<file path="src/rtl/ebt_pkg.sv">
package ebt_pkg;

   typedef enum logic [1:0] {
      CLS_SRAM = 2'd0,
      CLS_DRAM = 2'd1,
      CLS_BROM = 2'd2,
      CLS_RSVD = 2'd3
   } dev_class_e;

   typedef enum logic [1:0] {
      ST_IDLE,
      ST_ACTIVE,
      ST_DONE,
      ST_GAP
   } seq_state_e;

   // setting groups: 0 = areas 4-5, 1 = area 6, 2..6 = pairs 7-8 .. 15-16, 7 = 17-18
   localparam int GRP_CNT = 8;
   localparam int REG_CNT = 6;

   function automatic int grp_reg(input int g);
      if (g <= 1) return 0;
      if (g == 7) return 5;
      return g - 1;
   endfunction

   function automatic bit grp_upper(input int g);
      return (g == 1) || (g == 7);
   endfunction

   function automatic bit grp_has_size(input int g);
      return g != 1;
   endfunction

   function automatic int area_group(input int a);
      if (a == 6) return 1;
      if (a >= 7 && a <= 18) return (a - 7) / 2 + 2;
      return 0;
   endfunction

endpackage

</file>
<file path="src/rtl/ebt_cfg_regs.sv">
module ebt_cfg_regs
   import ebt_pkg::*;
#(
   parameter int WT_W   = 3,
   parameter int DF_W   = 2,
   parameter int DATA_W = 16,
   parameter int ADDR_W = 3
) (
   input  logic                              clk,
   input  logic                              cold_rst_n,
   input  logic                              cfg_we,
   input  logic [ADDR_W-1:0]                 cfg_addr,
   input  logic [DATA_W-1:0]                 cfg_wdata,
   output logic [DATA_W-1:0]                 cfg_rdata,
   output logic [GRP_CNT-1:0][WT_W-1:0]      wt_o,
   output logic [GRP_CNT-1:0][DF_W-1:0]      df_o,
   output logic [GRP_CNT-1:0]                sz_o
);

   localparam int HALF  = DATA_W / 2;
   localparam int LO_WT = 0;
   localparam int LO_DF = 4;
   localparam int LO_SZ = 6;

   if (LO_WT + WT_W > LO_DF) begin : g_bad_wt
      $error("wait field overlaps turnaround field");
   end
   if (LO_DF + DF_W > LO_SZ) begin : g_bad_df
      $error("turnaround field overlaps size bit");
   end
   if (LO_SZ >= HALF) begin : g_bad_half
      $error("register half too narrow for the field set");
   end
   if ((1 << ADDR_W) < REG_CNT) begin : g_bad_addr
      $error("register index too narrow");
   end

   logic unused_wdata_bits;
   assign unused_wdata_bits = ^cfg_wdata;

   for (genvar g = 0; g < GRP_CNT; g++) begin : g_grp
      localparam int RIDX = grp_reg(g);
      localparam int OFF  = grp_upper(g) ? HALF : 0;
      logic            hit;
      logic [WT_W-1:0] wt_q;
      logic [DF_W-1:0] df_q;

      assign hit = cfg_we && (cfg_addr == ADDR_W'(RIDX));

      always_ff @(posedge clk or negedge cold_rst_n) begin
         if (!cold_rst_n) begin
            wt_q <= '1;
            df_q <= '1;
         end else if (hit) begin
            wt_q <= cfg_wdata[OFF+LO_WT +: WT_W];
            df_q <= cfg_wdata[OFF+LO_DF +: DF_W];
         end
      end
      assign wt_o[g] = wt_q;
      assign df_o[g] = df_q;

      if (grp_has_size(g)) begin : g_sz
         logic sz_q;
         always_ff @(posedge clk or negedge cold_rst_n) begin
            if (!cold_rst_n) sz_q <= 1'b0;
            else if (hit)    sz_q <= cfg_wdata[OFF+LO_SZ];
         end
         assign sz_o[g] = sz_q;
      end else begin : g_nosz
         assign sz_o[g] = 1'b0;
      end
   end

   always_comb begin
      int off;
      cfg_rdata = '0;
      for (int g = 0; g < GRP_CNT; g++) begin
         off = grp_upper(g) ? HALF : 0;
         if (cfg_addr == ADDR_W'(grp_reg(g))) begin
            cfg_rdata = cfg_rdata
                      | (DATA_W'(wt_o[g]) << (off + LO_WT))
                      | (DATA_W'(df_o[g]) << (off + LO_DF))
                      | (DATA_W'(sz_o[g]) << (off + LO_SZ));
         end
      end
   end

   // settings only move on a write
   assert_hold_without_write_R3: assert property (@(posedge clk) disable iff (!cold_rst_n)
      !cfg_we |=> ($stable(wt_o) && $stable(df_o) && $stable(sz_o)));

endmodule

</file>
<file path="src/rtl/ebt_area_sel.sv">
module ebt_area_sel
   import ebt_pkg::*;
#(
   parameter int AREA_W = 5,
   parameter int WT_W   = 3,
   parameter int DF_W   = 2
) (
   input  logic [AREA_W-1:0]            area,
   input  logic                         a6_upper,
   input  logic [GRP_CNT-1:0][WT_W-1:0] wt_i,
   input  logic [GRP_CNT-1:0][DF_W-1:0] df_i,
   input  logic [GRP_CNT-1:0]           sz_i,
   output logic [WT_W-1:0]              sel_wt,
   output logic [DF_W-1:0]              sel_df,
   output logic                         sel_w8
);

   localparam int GRP_IW = $clog2(GRP_CNT);

   if (AREA_W < 5) begin : g_bad_area
      $error("area number too narrow to name every area");
   end

   logic [GRP_IW-1:0] grp;

   assign grp    = GRP_IW'(area_group(int'(area)));
   assign sel_wt = wt_i[grp];
   assign sel_df = df_i[grp];
   assign sel_w8 = (grp == GRP_IW'(1)) ? !a6_upper : sz_i[grp];

endmodule

</file>
<file path="src/rtl/ebt_seq.sv">
module ebt_seq
   import ebt_pkg::*;
#(
   parameter int WT_W = 3,
   parameter int DF_W = 2
) (
   input  logic            clk,
   input  logic            rst_n,
   input  logic            req,
   input  logic            req_write,
   input  logic [1:0]      req_class,
   input  logic            req_burst_next,
   input  logic            ext_wait_n,
   input  logic [WT_W-1:0] sel_wt,
   input  logic [DF_W-1:0] sel_df,
   input  logic            sel_w8,
   output logic            rd_n,
   output logic            wr_n,
   output logic            bus_8bit,
   output logic            done,
   output logic            turn_gap
);

   localparam int CNT_W = WT_W + 2;
   localparam int GAP_W = DF_W + 1;

   seq_state_e      st;
   logic [CNT_W-1:0] cnt;
   logic [GAP_W-1:0] gap;
   logic             is_rd;
   logic             wen_q;
   logic             w8_q;
   logic [DF_W-1:0]  df_q;

   logic [WT_W-1:0]  wr_floor;
   logic [WT_W-1:0]  waits;
   logic             wen;
   logic [CNT_W-1:0] load;

   always_comb begin
      wr_floor = (sel_wt == '0) ? WT_W'(1) : sel_wt;
      case (dev_class_e'(req_class))
         CLS_DRAM: begin
            waits = req_write ? WT_W'(1) : '0;
            wen   = 1'b0;
         end
         CLS_BROM: begin
            waits = req_write ? wr_floor : (req_burst_next ? '0 : sel_wt);
            wen   = req_write;
         end
         default: begin
            waits = req_write ? wr_floor : sel_wt;
            wen   = 1'b1;
         end
      endcase
      load = CNT_W'({waits, 1'b1});
   end

   always_ff @(posedge clk or negedge rst_n) begin
      if (!rst_n) begin
         st    <= ST_IDLE;
         cnt   <= '0;
         gap   <= '0;
         is_rd <= 1'b0;
         wen_q <= 1'b0;
         w8_q  <= 1'b0;
         df_q  <= '0;
      end else begin
         case (st)
            ST_IDLE: if (req) begin
               st    <= ST_ACTIVE;
               cnt   <= load;
               is_rd <= !req_write;
               wen_q <= wen;
               w8_q  <= sel_w8;
               df_q  <= sel_df;
            end
            ST_ACTIVE: begin
               if (cnt != '0)                  cnt <= cnt - CNT_W'(1);
               else if (wen_q && !ext_wait_n)  cnt <= CNT_W'(1);
               else                            st  <= ST_DONE;
            end
            ST_DONE: begin
               if (is_rd) begin
                  st  <= ST_GAP;
                  gap <= {df_q, 1'b0};
               end else begin
                  st  <= ST_IDLE;
               end
            end
            default: begin
               if (gap == '0) st  <= ST_IDLE;
               else           gap <= gap - GAP_W'(1);
            end
         endcase
      end
   end

   assign rd_n     = !((st == ST_ACTIVE) && is_rd);
   assign wr_n     = !((st == ST_ACTIVE) && !is_rd);
   assign done     = (st == ST_DONE);
   assign turn_gap = (st == ST_GAP);
   assign bus_8bit = w8_q;

   assert_done_single_R9: assert property (@(posedge clk) disable iff (!rst_n)
      done |=> !done);

   assert_gap_follows_read_R10: assert property (@(posedge clk) disable iff (!rst_n)
      (done && is_rd) |=> turn_gap);

   assert_no_gap_after_write_R10: assert property (@(posedge clk) disable iff (!rst_n)
      (done && !is_rd) |=> (!turn_gap && rd_n && wr_n));

   assert_ext_wait_extends_R6: assert property (@(posedge clk) disable iff (!rst_n)
      ((st == ST_ACTIVE) && (cnt == '0) && wen_q && !ext_wait_n) |=> (st == ST_ACTIVE));

   assert_no_stretch_R7: assert property (@(posedge clk) disable iff (!rst_n)
      ((st == ST_ACTIVE) && (cnt == '0) && !wen_q) |=> done);

   assert_burst_beat_short_R8: assert property (@(posedge clk) disable iff (!rst_n)
      ((st == ST_IDLE) && req && !req_write && req_burst_next
       && (dev_class_e'(req_class) == CLS_BROM)) |-> ##3 done);

endmodule

</file>
<file path="src/rtl/ext_bus_timing.sv">
module ext_bus_timing
   import ebt_pkg::*;
#(
   parameter int AREA_W = 5,
   parameter int WT_W   = 3,
   parameter int DF_W   = 2,
   parameter int DATA_W = 16,
   parameter int ADDR_W = 3
) (
   input  logic              clk,
   input  logic              cold_rst_n,
   input  logic              hot_rst_n,
   input  logic              cfg_we,
   input  logic [ADDR_W-1:0] cfg_addr,
   input  logic [DATA_W-1:0] cfg_wdata,
   output logic [DATA_W-1:0] cfg_rdata,
   input  logic              req,
   input  logic [AREA_W-1:0] req_area,
   input  logic              req_write,
   input  logic [1:0]        req_class,
   input  logic              req_burst_next,
   input  logic              req_a6_upper,
   input  logic              ext_wait_n,
   output logic              rd_n,
   output logic              wr_n,
   output logic              bus_8bit,
   output logic              done,
   output logic              turn_gap
);

   logic                         seq_rst_n;
   logic [GRP_CNT-1:0][WT_W-1:0] grp_wt;
   logic [GRP_CNT-1:0][DF_W-1:0] grp_df;
   logic [GRP_CNT-1:0]           grp_sz;
   logic [WT_W-1:0]              sel_wt;
   logic [DF_W-1:0]              sel_df;
   logic                         sel_w8;

   assign seq_rst_n = cold_rst_n & hot_rst_n;

   ebt_cfg_regs #(
      .WT_W(WT_W), .DF_W(DF_W), .DATA_W(DATA_W), .ADDR_W(ADDR_W)
   ) u_regs (
      .clk(clk), .cold_rst_n(cold_rst_n),
      .cfg_we(cfg_we), .cfg_addr(cfg_addr), .cfg_wdata(cfg_wdata), .cfg_rdata(cfg_rdata),
      .wt_o(grp_wt), .df_o(grp_df), .sz_o(grp_sz)
   );

   ebt_area_sel #(
      .AREA_W(AREA_W), .WT_W(WT_W), .DF_W(DF_W)
   ) u_sel (
      .area(req_area), .a6_upper(req_a6_upper),
      .wt_i(grp_wt), .df_i(grp_df), .sz_i(grp_sz),
      .sel_wt(sel_wt), .sel_df(sel_df), .sel_w8(sel_w8)
   );

   ebt_seq #(
      .WT_W(WT_W), .DF_W(DF_W)
   ) u_seq (
      .clk(clk), .rst_n(seq_rst_n),
      .req(req), .req_write(req_write), .req_class(req_class),
      .req_burst_next(req_burst_next), .ext_wait_n(ext_wait_n),
      .sel_wt(sel_wt), .sel_df(sel_df), .sel_w8(sel_w8),
      .rd_n(rd_n), .wr_n(wr_n), .bus_8bit(bus_8bit), .done(done), .turn_gap(turn_gap)
   );

   // a hot reset drops any strobe at once
   assert_hot_reset_idle_R2: assert property (@(posedge clk) disable iff (!cold_rst_n)
      !hot_rst_n |-> (rd_n && wr_n && !done));

endmodule

</file>
<file path="config.mk">
export PLATFORM = sky130hd
export DESIGN_NAME = ext_bus_timing
export DESIGN_NICKNAME = d
export VERILOG_FILES = /design/src/rtl/ebt_pkg.sv /design/src/rtl/ebt_cfg_regs.sv /design/src/rtl/ebt_area_sel.sv /design/src/rtl/ebt_seq.sv /design/src/rtl/ext_bus_timing.sv
export SDC_FILE = /design/constraint.sdc
export NUM_CORES = 1
export LEC_CHECK = 0
export BUFFER_PORTS_ARGS = -buffer_cell sky130_fd_sc_hd__buf_2
export CORE_MARGIN = 3
export CORE_UTILIZATION = 45
export DETAILED_ROUTE_END_ITERATION = 7
export HOLD_SLACK_MARGIN = 0.02
export PLACE_DENSITY_LB_ADDON = 0.25
export SYNTH_ARGS = -nofsm -noshare
export SYNTH_HDL_FRONTEND = slang
export SYNTH_HIERARCHICAL = 1
export SYNTH_SLANG_ARGS = --single-unit
</file>
<file path="constraint.sdc">
create_clock -name clk -period 2 [get_ports clk]
set_input_delay 0.6 -clock clk [delete_from_list [all_inputs] [get_ports clk]]
set_output_delay 0.6 -clock clk [all_outputs]
set_load 0.005 [all_outputs]
</file>
==> metrics.yaml, run 1 <==
setup_path:
  r2r-end: "u_seq/cnt[1]"
  worstSetupStartpointType: "input pin"
  worstRegToRegCells: 6
  r2r_start: "u_seq/cnt[1]"
  rrSetupSlack_ns: 0.10
  criticalPathCategory: "in -> reg"
  critPathMaxFanout: 4
  cp_data_arrival_time_ns: 2.70
  cp-end-kind: "register"
  cp_data_required_time_ns: 2.26
global_routing:
  grt_remaining_overflow: 0
  grt_pass1_wl_mm: 16.2
  grt_max_degree: 24
  track_usage: 0.208
  grt_pass1_vias: 3127
  antenna_found_initial: 0
yosys:
  yosys_warnings: 6
  syn_area_um2: 3990
  syn_avg_cell_area_um2: 11.8
  syn_inst: 337
clocking:
  cts_tree: "built"
  htreeDepth: 3
  root_buffer: "clkbuf_8"
  cts.sinks: 62
  path_clk_slew_ns: 0.08
  cts_buffers: 9
  cts.path.max_buffers: 2
  clock_latency_ns: 0.34
floorplan:
  die_x_um: 100
  die-area_um2: 10000
  ioPinCount: 56
  die_y_um: 100
  initial_utilization: 0.474
  core_area_um2: 8420
  num_rows: 33
power_and_ir_drop:
  power_density_nw_per_um2: 1010
  p_sw_mw: 1.76
  pwr-share-comb: 0.384
  p_sw_frac: 0.328
  power_frac_clock: 0.230
  power_frac_seq: 0.385
  p_leak_nw: 2.37
  peakVddDrop_uv: 603
  power_mw: 5.36
  p_int_mw: 3.60
finish:
  syn_to_final_growth_pct: 32.5
  antenna_cells: 0
  layout-drive-gt1-share: 0.636
  multi_input_comb_area_um2: 2350
  fillers: 656
  utilization: 0.628
  final_net_count: 487
  regArea_um2: 1600
timing:
  finalSetupViolCount: 12
  rsz0062_at_grt: "true"
  drv_slew: 0
  max_clock_freq_mhz: 409
  final_hold_viol_count: 0
  timing.final.ws_setup_ns: -0.445
  worst_clock_skew_ns: 0.00843
  timing.final.crit_share: 1.22
  fin_crit_ns: 2.44
detailed_routing:
  drc: 0
  vias: 3082
  routedWlPerCell_um: 18.6
  viasPerCell: 5.57
  wl_mm: 10.3
  postRouteAntennaNets: 0
  drtPass1Iterations: 4
  drt_first_iter_violations: 160
placement:
  hpwlAfterDp_mm: 7.27
  gp_congestion: 0.855
  io_buffers: 47
outcome:
  status: "complete, but fails checks"
  violations: "negative setup slack"
job:
  cap_violations: 0
min_path:
  hold_class: "in -> async"
-- final cells by class --
class                   count  share of cell area
multi-input cells         235               0.444
flip-flops and latches     62               0.303
repair buffers            119               0.173
well taps                 105              0.0249
clock buffers               9              0.0234
clock inverters             7              0.0185
inverters                  16              0.0128
-- timing repair --
item,4_1_cts,5_1_grt
hold buffers,0,0
gates cloned,0,1
buffers inserted,15,7
setup endpoints to repair,18,16
gates resized for setup,43,18
pin swaps,12,5
-- through the flow --
step / TNS (ns) / instance area (µm²) / hold WS (ns) / cells / setup WS (ns)
after CTS: -2.26 / 5140 / 0.276 / 545 / -0.436
after global placement: -10.06 / 4630 / 0.481 / 514 / -0.883
final: -2.45 / 5290 / 0.280 / 553 / -0.445
after global routing: -3.26 / 5290 / 0.298 / 553 / -0.546
after detailed placement: -10.77 / 4630 / 0.485 / 514 / -0.962
after floorplan: -2.50 / 4090 / 0.304 / 340 / -0.731
-- worst max-delay path, stage by stage --
cell	delay [ns]
buf_12	0.11
inv_8	0.04
ha_4	0.18
inv_2	0.06
ha_4	0.11
inv_2	0.03
ha_4	0.15
xor2_2	0.18
xnor2_2	0.17
and2_4	0.15
o21ai_1	0.18
a2bb2oi_2	0.09
or2_4	0.26
a21oi_2	0.13
o221ai_1	0.11
a22oi_1	0.15
-- worst max-delay path by stage --
stage                              end         from  slack (ns)  depth (start not counted)
after floorplan           u_seq/cnt[1]  req_area[0]       -0.73                         12
after global placement    u_seq/cnt[1]  req_area[0]       -0.88                         16
after detailed placement  u_seq/cnt[1]  req_area[0]       -0.96                         16
after CTS                 u_seq/cnt[1]  req_area[0]       -0.44                         16
after global routing      u_seq/cnt[1]  req_area[0]       -0.55                         16
final                     u_seq/cnt[1]  req_area[0]       -0.44                         16
-- sequential cells by signal, summed over array words and instances, names as in the netlist --
signal,count
u_regs/g_grp.df_q,16
u_regs/g_grp.g_sz.sz_q,7
u_regs/g_grp.wt_q,24
u_seq/bus_8bit,1
u_seq/cnt,5
u_seq/df_q,2
u_seq/gap,3
u_seq/is_rd,1
u_seq/st,2
u_seq/wen_q,1
-- power groups by stage --
stage                     combinational (mW)  clock, mW  sequential [mW]
after detailed placement                1.81          0             2.07
after CTS                               2.01       1.25             2.04
after floorplan                         1.40          0             1.93
final                                   2.06       1.23             2.06
after global placement                  1.77          0             2.06
after global routing                    2.26       1.31             2.12
-- cell usage in the layout (no fill, tap or decap), drive strengths merged, types with 3 or more instances in the layout --
cell type and instances:
dfrtp 22, and2 6, conb 4, o21ai 11
a21oi 13, mux2 51, a21boi 4, or3 7
a2bb2oi 5, nor2 20, inv 17, mux4 6
clkbuf 10, dfstp 40, nand2b 9, buf 118
o221ai 7, mux2i 24, nand2 7, ha 9
a22oi 12, nor3 4, nor2b 6, nand3 3
-- metal layers --
layer  global-route usage  routed length (µm)
met3               0.0375                 477
met1                0.272                4550
met2                0.345                5050
met4               0.0746                 197
met5                    0                   0
Power figures use the tool's default switching activity.
==> run 2, diff against run 1 <==
Settings changed: SYNTH_HIERARCHICAL 1 to not set.
Clock period 2 ns to 2.6 ns, I/O delays scaled along.
==> run 2 against run 1 <==
  * The flow still finishes with violations (negative setup slack)
  * Routed wire length fell by 8.7%
  * Global-route usage decreased by 0.75 points
  * Via count down 1.8%
  * Synthesized cell count increased by 1.8%
  * Sequential power shrank 24%
  * Clock skew grew 0.0036 ns
  * Non-clock buffer count fell by 21
  * Core utilization fell by 1.7 points
  * Cell area fell by 8.4%
  * Total power decreased by 28%
==> metrics.yaml, run 2 <==
detailed_routing:
  vias: 3026  # -1.8%
  drtPass1Iterations: 4  # unchanged
  drt_first_iter_violations: 122  # -24%
  viasPerCell: 5.56  # -0.19%
  routedWlPerCell_um: 17.2  # -7.2%
  wl_mm: 9.38  # -8.7%
  drc: 0  # unchanged
  postRouteAntennaNets: 0  # unchanged
yosys:
  synth_area_leaders: "dfstp_2, dfrtp_1, mux2_2"
  syn_area_um2: 3780  # -5.2%
  ys_types: 55
  synth-async-reset-ratio: 1.00
  syn_avg_cell_area_um2: 11.0  # -6.8%
  synth_largest_area_cell: "dfstp_2"
  netlist.area_leader.share: 0.278
  syn_inst: 343  # +1.8%
  ys.flop_type: "dfstp_2"
  seq_area_frac_synth: 0.423
  yosys_warnings: 0  # -6
  ys_ff_latch: 62
  synth_common_cells: "mux2_2, dfstp_2, mux2i_1, nand2_1"
  synth_enable_flop_cells: 0
  synth_most_common_cell: "mux2_2"
setup_path:
  critPathMaxFanout: 6  # +2
  criticalPathCategory: "in -> reg"
  path_common_cell: "ha_4"
  crit_slowest_cell: "mux4_2"
  path_buf_inv: 3  # -1
  cp_data_arrival_time_ns: 2.84  # +0.14 ns
  max_stage_delay_ns: 0.55  # +0.29 ns
  cp_data_required_time_ns: 2.83  # +0.57 ns
  path_cells: "buf_12 -> inv_8 -> ha_4 -> inv_4 -> ha_4 -> and2b_1 -> nand2_2 -> nand2_4 -> mux4_2 -> nand3_2 -> o211ai_1 -> o31a_1"
  cp-end-kind: "register"
  cp_top_family: "multiplexers"
  worstSetupStartpointType: "input pin"
global_routing:
  grt_max_degree: 48  # +100%
  antenna_found_initial: 0  # unchanged
  grt_pass1_wl_mm: 15.3  # -5.3%
  grt_pass1_vias: 3081  # -1.5%
  grt_remaining_overflow: 0  # unchanged
  track_usage: 0.200  # -0.00753
finish:
  reg.largest.list: "u_regs.g_grp.wt_q (24), u_regs.g_grp.df_q (16), u_regs.g_grp.g_sz.sz_q (7)"
  largest_reg_flops: 24  # unchanged
  layout-drive-gt1-share: 0.536  # -0.100
  syn_to_final_growth_pct: 28.0
  final_common_cell: "buf_4"
  final_net_count: 481  # -1.2%
  top_register: "u_regs.g_grp.wt_q"
  final_cells: 544  # -1.6%
  final_area_um2: 4840  # -8.4%
  mostFrequentLayoutCells: "buf_4, mux2_2, buf_2"
  antenna_cells: 0  # unchanged
outcome:
  violations: "negative setup slack"
  status: "complete, but fails checks"
timing:
  worst_pin_slew_ns: 0.667
  worst_clock_skew_ns: 0.0120  # +0.00359 ns
  max_clock_freq_mhz: 383
  rsz0062_at_grt: "true"
  timing.final.ws_setup_ns: -0.00850  # +0.436 ns
  relSlewSlack: 0.556
  timing.final.crit_share: 1.00
  final_hold_viol_count: 0  # unchanged
  drv_slew: 0  # unchanged
  finalSetupViolCount: 1  # -11
  holdWs_ns: 0.486  # +0.205 ns
  fin_crit_ns: 2.61
clocking:
  cts.path.max_buffers: 2  # unchanged
  cts_buffers: 9  # unchanged
  htreeDepth: 3  # unchanged
  cts_tree: "built"
  clock_latency_ns: 0.34  # about the same
  path_clk_slew_ns: 0.07  # about the same
  root_buffer: "clkbuf_8"
  cts.sinks: 62  # unchanged
power_and_ir_drop:
  p_leak_nw: 2.14  # -9.8%
  peakVddDrop_uv: 460  # -24%
  power_density_nw_per_um2: 796  # -21%
  power_mw: 3.85  # -28%
floorplan:
  num_rows: 32  # -3.0%
  ioPinCount: 56  # unchanged
  die_y_um: 97.7  # -2.5%
  core_area_um2: 7930  # -5.9%
  die_x_um: 97.7  # -2.5%
  initial_utilization: 0.477  # +0.00356
  die-area_um2: 9540  # -4.9%
placement:
  place_ws_ns: -0.474  # +0.488 ns
  hpwlAfterDp_mm: 6.92  # -4.7%
  io_buffers: 47  # unchanged
  placed_cells_incl_taps: 525  # +2.1%
  gp_congestion: 0.833  # -2.6%
  placedInstanceArea_um2: 4500  # -2.8%
job:
  cap_violations: 0  # unchanged
min_path:
  hold_class: "reg -> reg"
## run 2: cell families (layout without fill, tap and decap cells)
| group | Yosys count | count (layout) | synth area share |
|---|---|---|---|
| AND/OR/NAND/NOR | 90 | 90 | 0.126 |
| multiplexers | 80 | 80 | 0.257 |
| other | 1 | 4 | 0.000991 |
| AO/OA/AOI/OAI | 60 | 60 | 0.109 |
| adder cells (fa/ha/maj) | 9 | 9 | 0.0298 |
| flip-flops | 62 | 62 | 0.423 |
| buffers and inverters | 37 | 133 | 0.0443 |
| XOR/XNOR | 4 | 4 | 0.00926 |
## run 2: power breakdown
| group | internal (mW) | switching, mW |
|---|---|---|
| Sequential | 1.33 | 0.225 |
| Combinational | 0.688 | 0.624 |
| Clock | 0.594 | 0.387 |
| Total | 2.62 | 1.24 |
## run 2: what timing repair did
| action | CTS | global route |
|---|---|---|
| setup endpoints to repair | 8 | 3 |
| pin swaps | 2 | 8 |
| hold buffers | 0 | 0 |
| hold endpoints to repair | 0 | 0 |
| setup buffers | 1 | 2 |
| gates resized for setup | 6 | 15 |
## run 2: final timing paths
check | startpoint | endpoint | slack (ns) | cells after the start
min in group asynchronous | hot_rst_n | u_seq.df_q[0] | 0.56 | 2
setup / recovery | req_area[0] | u_seq.cnt[1] | -0.008 | 12
hold reg to reg | u_seq.wen_q | u_seq.wen_q | 0.49 | 2
setup reg to reg | u_seq.cnt[0] | u_seq.cnt[1] | 0.66 | 9
max in group asynchronous | cold_rst_n | u_seq.gap[0] | 1.56 | 2
hold / removal | u_seq.wen_q | u_seq.wen_q | 0.49 | 2
## run 2: worst reg2reg max path: stages, from the launching register on
cell	delay, ns
dfrtp_1	0.39
inv_1	0.10
ha_1	0.18
nand2b_1	0.11
nor3_1	0.21
nand2b_1	0.23
nor2_1	0.06
a21oi_1	0.16
o211ai_1	0.12
o31a_1	0.29
## run 2: metal layers
| layer | part of all wire | vias up | track usage |
|---|---|---|---|
| met4 | 0.0085 | 0 | 0.0554 |
| met2 | 0.49 | 76 | 0.328 |
| li1 | - | 1431 | - |
| met3 | 0.053 | 8 | 0.0459 |
| met5 | 0 | - | 0 |
| met1 | 0.44 | 1511 | 0.266 |
## run 2: area by class of cell
type                    instances  area [µm²]
fillers                       678        3090
multi-input cells             247        2160
flip-flops and latches         62        1600
repair buffers                 98         646
clock buffers                  13         159
well taps                     102         128
inverters                      19        81.3
clock inverters                 3        67.6
## run 2: stage by stage
| stage | util | TNS [ns] |
|---|---|---|
| 2_1_floorplan | - | -0.285 |
| 3_3_place_gp | 0.567 | -2.34 |
| 3_5_place_dp | 0.567 | -2.61 |
| 4_1_cts | 0.599 | 0 |
| 5_1_grt | 0.610 | -0.107 |
| 6_report | 0.610 | -0.00850 |
==> run 3, diff against run 2 <==
Settings changed: BUFFER_PORTS_ARGS -buffer_cell sky130_fd_sc_hd__buf_2 to not set, DONT_BUFFER_PORTS set to 1.
==> run 3 against run 2 <==
  * The flow now finishes without violations
  * Register-to-register slack worse by 0.09 ns
  * Non-clock buffer count down 72
  * Clock skew decreased by 0.0020 ns
  * Sequential share of layout area is 3.9 points higher
  * Critical path type unchanged
==> metrics.yaml, run 3 (synthesis gave the netlist of run 2 again) <==
floorplan:
  ioPinCount: 56  # unchanged
  num_rows: 32  # unchanged
  initial_utilization: 0.477  # unchanged
  core_area_um2: 7930  # unchanged
  die_x_um: 97.7  # unchanged
  die-area_um2: 9540  # unchanged
  die_y_um: 97.7  # unchanged
global_routing:
  grt_pass1_vias: 2833  # -8.0%
  antenna_found_initial: 0  # unchanged
  track_usage: 0.195  # -0.00546
  grt_remaining_overflow: 0  # unchanged
  grt_pass1_wl_mm: 14.8  # -3.6%
  grt_max_degree: 49  # +2.1%
timing:
  drv_slew: 0  # unchanged
  relSlewSlack: 0.533  # -0.0226
  timing.final.ws_setup_ns: 0.119  # +0.127 ns
  worst_clock_skew_ns: 0.0100  # -0.00201 ns
  timing.final.crit_share: 0.954  # -0.0488
  final_hold_viol_count: 0  # unchanged
  finalSetupViolCount: 0  # -1
  rsz0062_at_grt: "false"
  fin_crit_ns: 2.48  # -0.127 ns
  worst_pin_slew_ns: 0.701  # +0.0339 ns
  holdWs_ns: 0.127  # -0.359 ns
  max_clock_freq_mhz: 403  # +5.1%
finish:
  regArea_um2: 1600  # unchanged
  final_common_cell: "mux2_2"
  multi_input_comb_area_um2: 2110  # -2.0%
  final_area_um2: 4330  # -11%
  layout-drive-gt1-share: 0.435  # -0.101
  largest_reg_flops: 24  # unchanged
  mostFrequentLayoutCells: "mux2_2, dfstp_2, buf_4"
  final_net_count: 409  # -15%
  top_register: "u_regs.g_grp.wt_q"
  reg.largest.list: "u_regs.g_grp.wt_q (24), u_regs.g_grp.df_q (16), u_regs.g_grp.g_sz.sz_q (7)"
  antenna_cells: 0  # unchanged
  fillers: 699  # +3.1%
  syn_to_final_growth_pct: 14.4
placement:
  hpwlAfterDp_mm: 6.64  # -4.1%
  io_buffers: 0  # -100%
  place_ws_ns: -0.275  # +0.199 ns
  gp_congestion: 0.854  # +2.4%
  placedInstanceArea_um2: 4100  # -8.9%
detailed_routing:
  postRouteAntennaNets: 0  # unchanged
  drc: 0  # unchanged
  drt_first_iter_violations: 114  # -6.6%
  viasPerCell: 5.76  # +3.6%
  wl_mm: 8.89  # -5.2%
  routedWlPerCell_um: 18.8  # +9.2%
  vias: 2719  # -10%
  drtPass1Iterations: 4  # unchanged
setup_path:
  r2r_start: "u_seq.cnt[0]"
  critPathCapture: "u_seq.bus_8bit"
  worstRegToRegCells: 9  # unchanged
  worstSetupStartpointType: "input pin"
  path_cells: "inv_8 -> ha_4 -> inv_2 -> ha_4 -> and2b_1 -> nand2_1 -> nand2_4 -> buf_4 -> buf_4 -> mux4_2 -> mux2i_1 -> o21ai_1"
  startpoint: "req_area[0]"
  cp_data_arrival_time_ns: 2.70  # -0.14 ns
  max_stage_delay_ns: 0.28  # -0.27 ns
  r2r-end: "u_seq.cnt[1]"
  critPathMaxFanout: 6  # unchanged
  cp-end-kind: "register"
  cp_data_required_time_ns: 2.82  # about the same
  rrSetupSlack_ns: 0.57  # -0.09 ns
  criticalPathCategory: "in -> reg"
  crit_slowest_cell: "mux4_2"
power_and_ir_drop:
  power_density_nw_per_um2: 820  # +3.0%
  peakVddDrop_uv: 555  # +21%
  p_leak_nw: 1.79  # -16%
clocking:
  cts_setup_buffers: 0  # -1
  path_clk_slew_ns: 0.08  # about the same
  cts.sinks: 62  # unchanged
  root_buffer: "clkbuf_8"
  clock_latency_ns: 0.34  # about the same
  cts_tree: "built"
  cts_buffers: 9  # unchanged
  cts.path.max_buffers: 2  # unchanged
  htreeDepth: 3  # unchanged
job:
  cap_violations: 0  # unchanged
outcome:
  status: "finished, final reports clean"
min_path:
  hold_class: "in -> async"
==> run 3: cell count changes in the layout (fill, tap and decap cells not counted), moves of 2 or more <==
cell / change
mux2i_2: -2
mux2i_1: +2
buf_6: -2
clkbuf_1: -2
buf_4: -25
buf_2: -44
==> run 3: how the worst min path moves through the flow <==
stage                                 to  slack [ns]  cells past startpoint
3_5_place_dp                u_seq.cnt[4]        0.48                      1
3_3_place_gp                 u_seq.wen_q        0.47                      2
2_1_floorplan                u_seq.wen_q        0.45                      2
5_1_grt        u_regs.g_grp[5].g_sz.sz_q        0.10                      0
4_1_cts        u_regs.g_grp[6].g_sz.sz_q        0.11                      0
6_report       u_regs.g_grp[5].g_sz.sz_q        0.13                      0
==> run 3: per-layer routing <==
metal | vias to the layer above | wire length (µm) | track usage
li1 | 1276 | - | -
met1 | 1346 | 3960 | 0.260
met2 | 82 | 4150 | 0.309
met3 | 15 | 607 | 0.0503
met4 | 0 | 171 | 0.0628
met5 | - | 0 | 0
==> run 3: stage by stage <==
stage	util	cells	total power [mW]	TNS (ns)
after global placement	0.517	456	2.62	-0.708
after detailed placement	0.517	456	2.67	-0.969
after CTS	0.543	472	3.56	0
final	0.546	472	3.54	0
after global routing	0.546	472	3.80	0
after floorplan	-	346	2.39	-0.285
==> run 3: layout make-up <==
cell class / count / share of cell area
inverters: 19 / 0.0182
multi-input cells: 247 / 0.489
clock buffers: 10 / 0.0318
flip-flops and latches: 62 / 0.370
well taps: 102 / 0.0295
clock inverters: 6 / 0.0162
repair buffers: 26 / 0.0451
==> run 3: power breakdown <==
| group | leakage [nW] | switching, mW | internal [mW] |
|---|---|---|---|
| sequential | 0.693 | 0.224 | 1.33 |
| clock | 0.100 | 0.402 | 0.475 |
| combinational | 1.00 | 0.532 | 0.578 |
==> run 3: timing repair <==
item,4_1_cts,5_1_grt
hold buffers,0,0
resized for setup,0,4
hold endpoints to repair,0,0
setup endpoints to repair,0,2
==> run 3: worst max-delay path: cells and delay by family <==
kind                       cells  cell delay, ns
muxes                          2            0.56
AOI/OAI and AO/OA              1            0.12
adders and majority gates      2            0.49
buffers and inverters          4            0.36
and+or+nand+nor                3            0.38
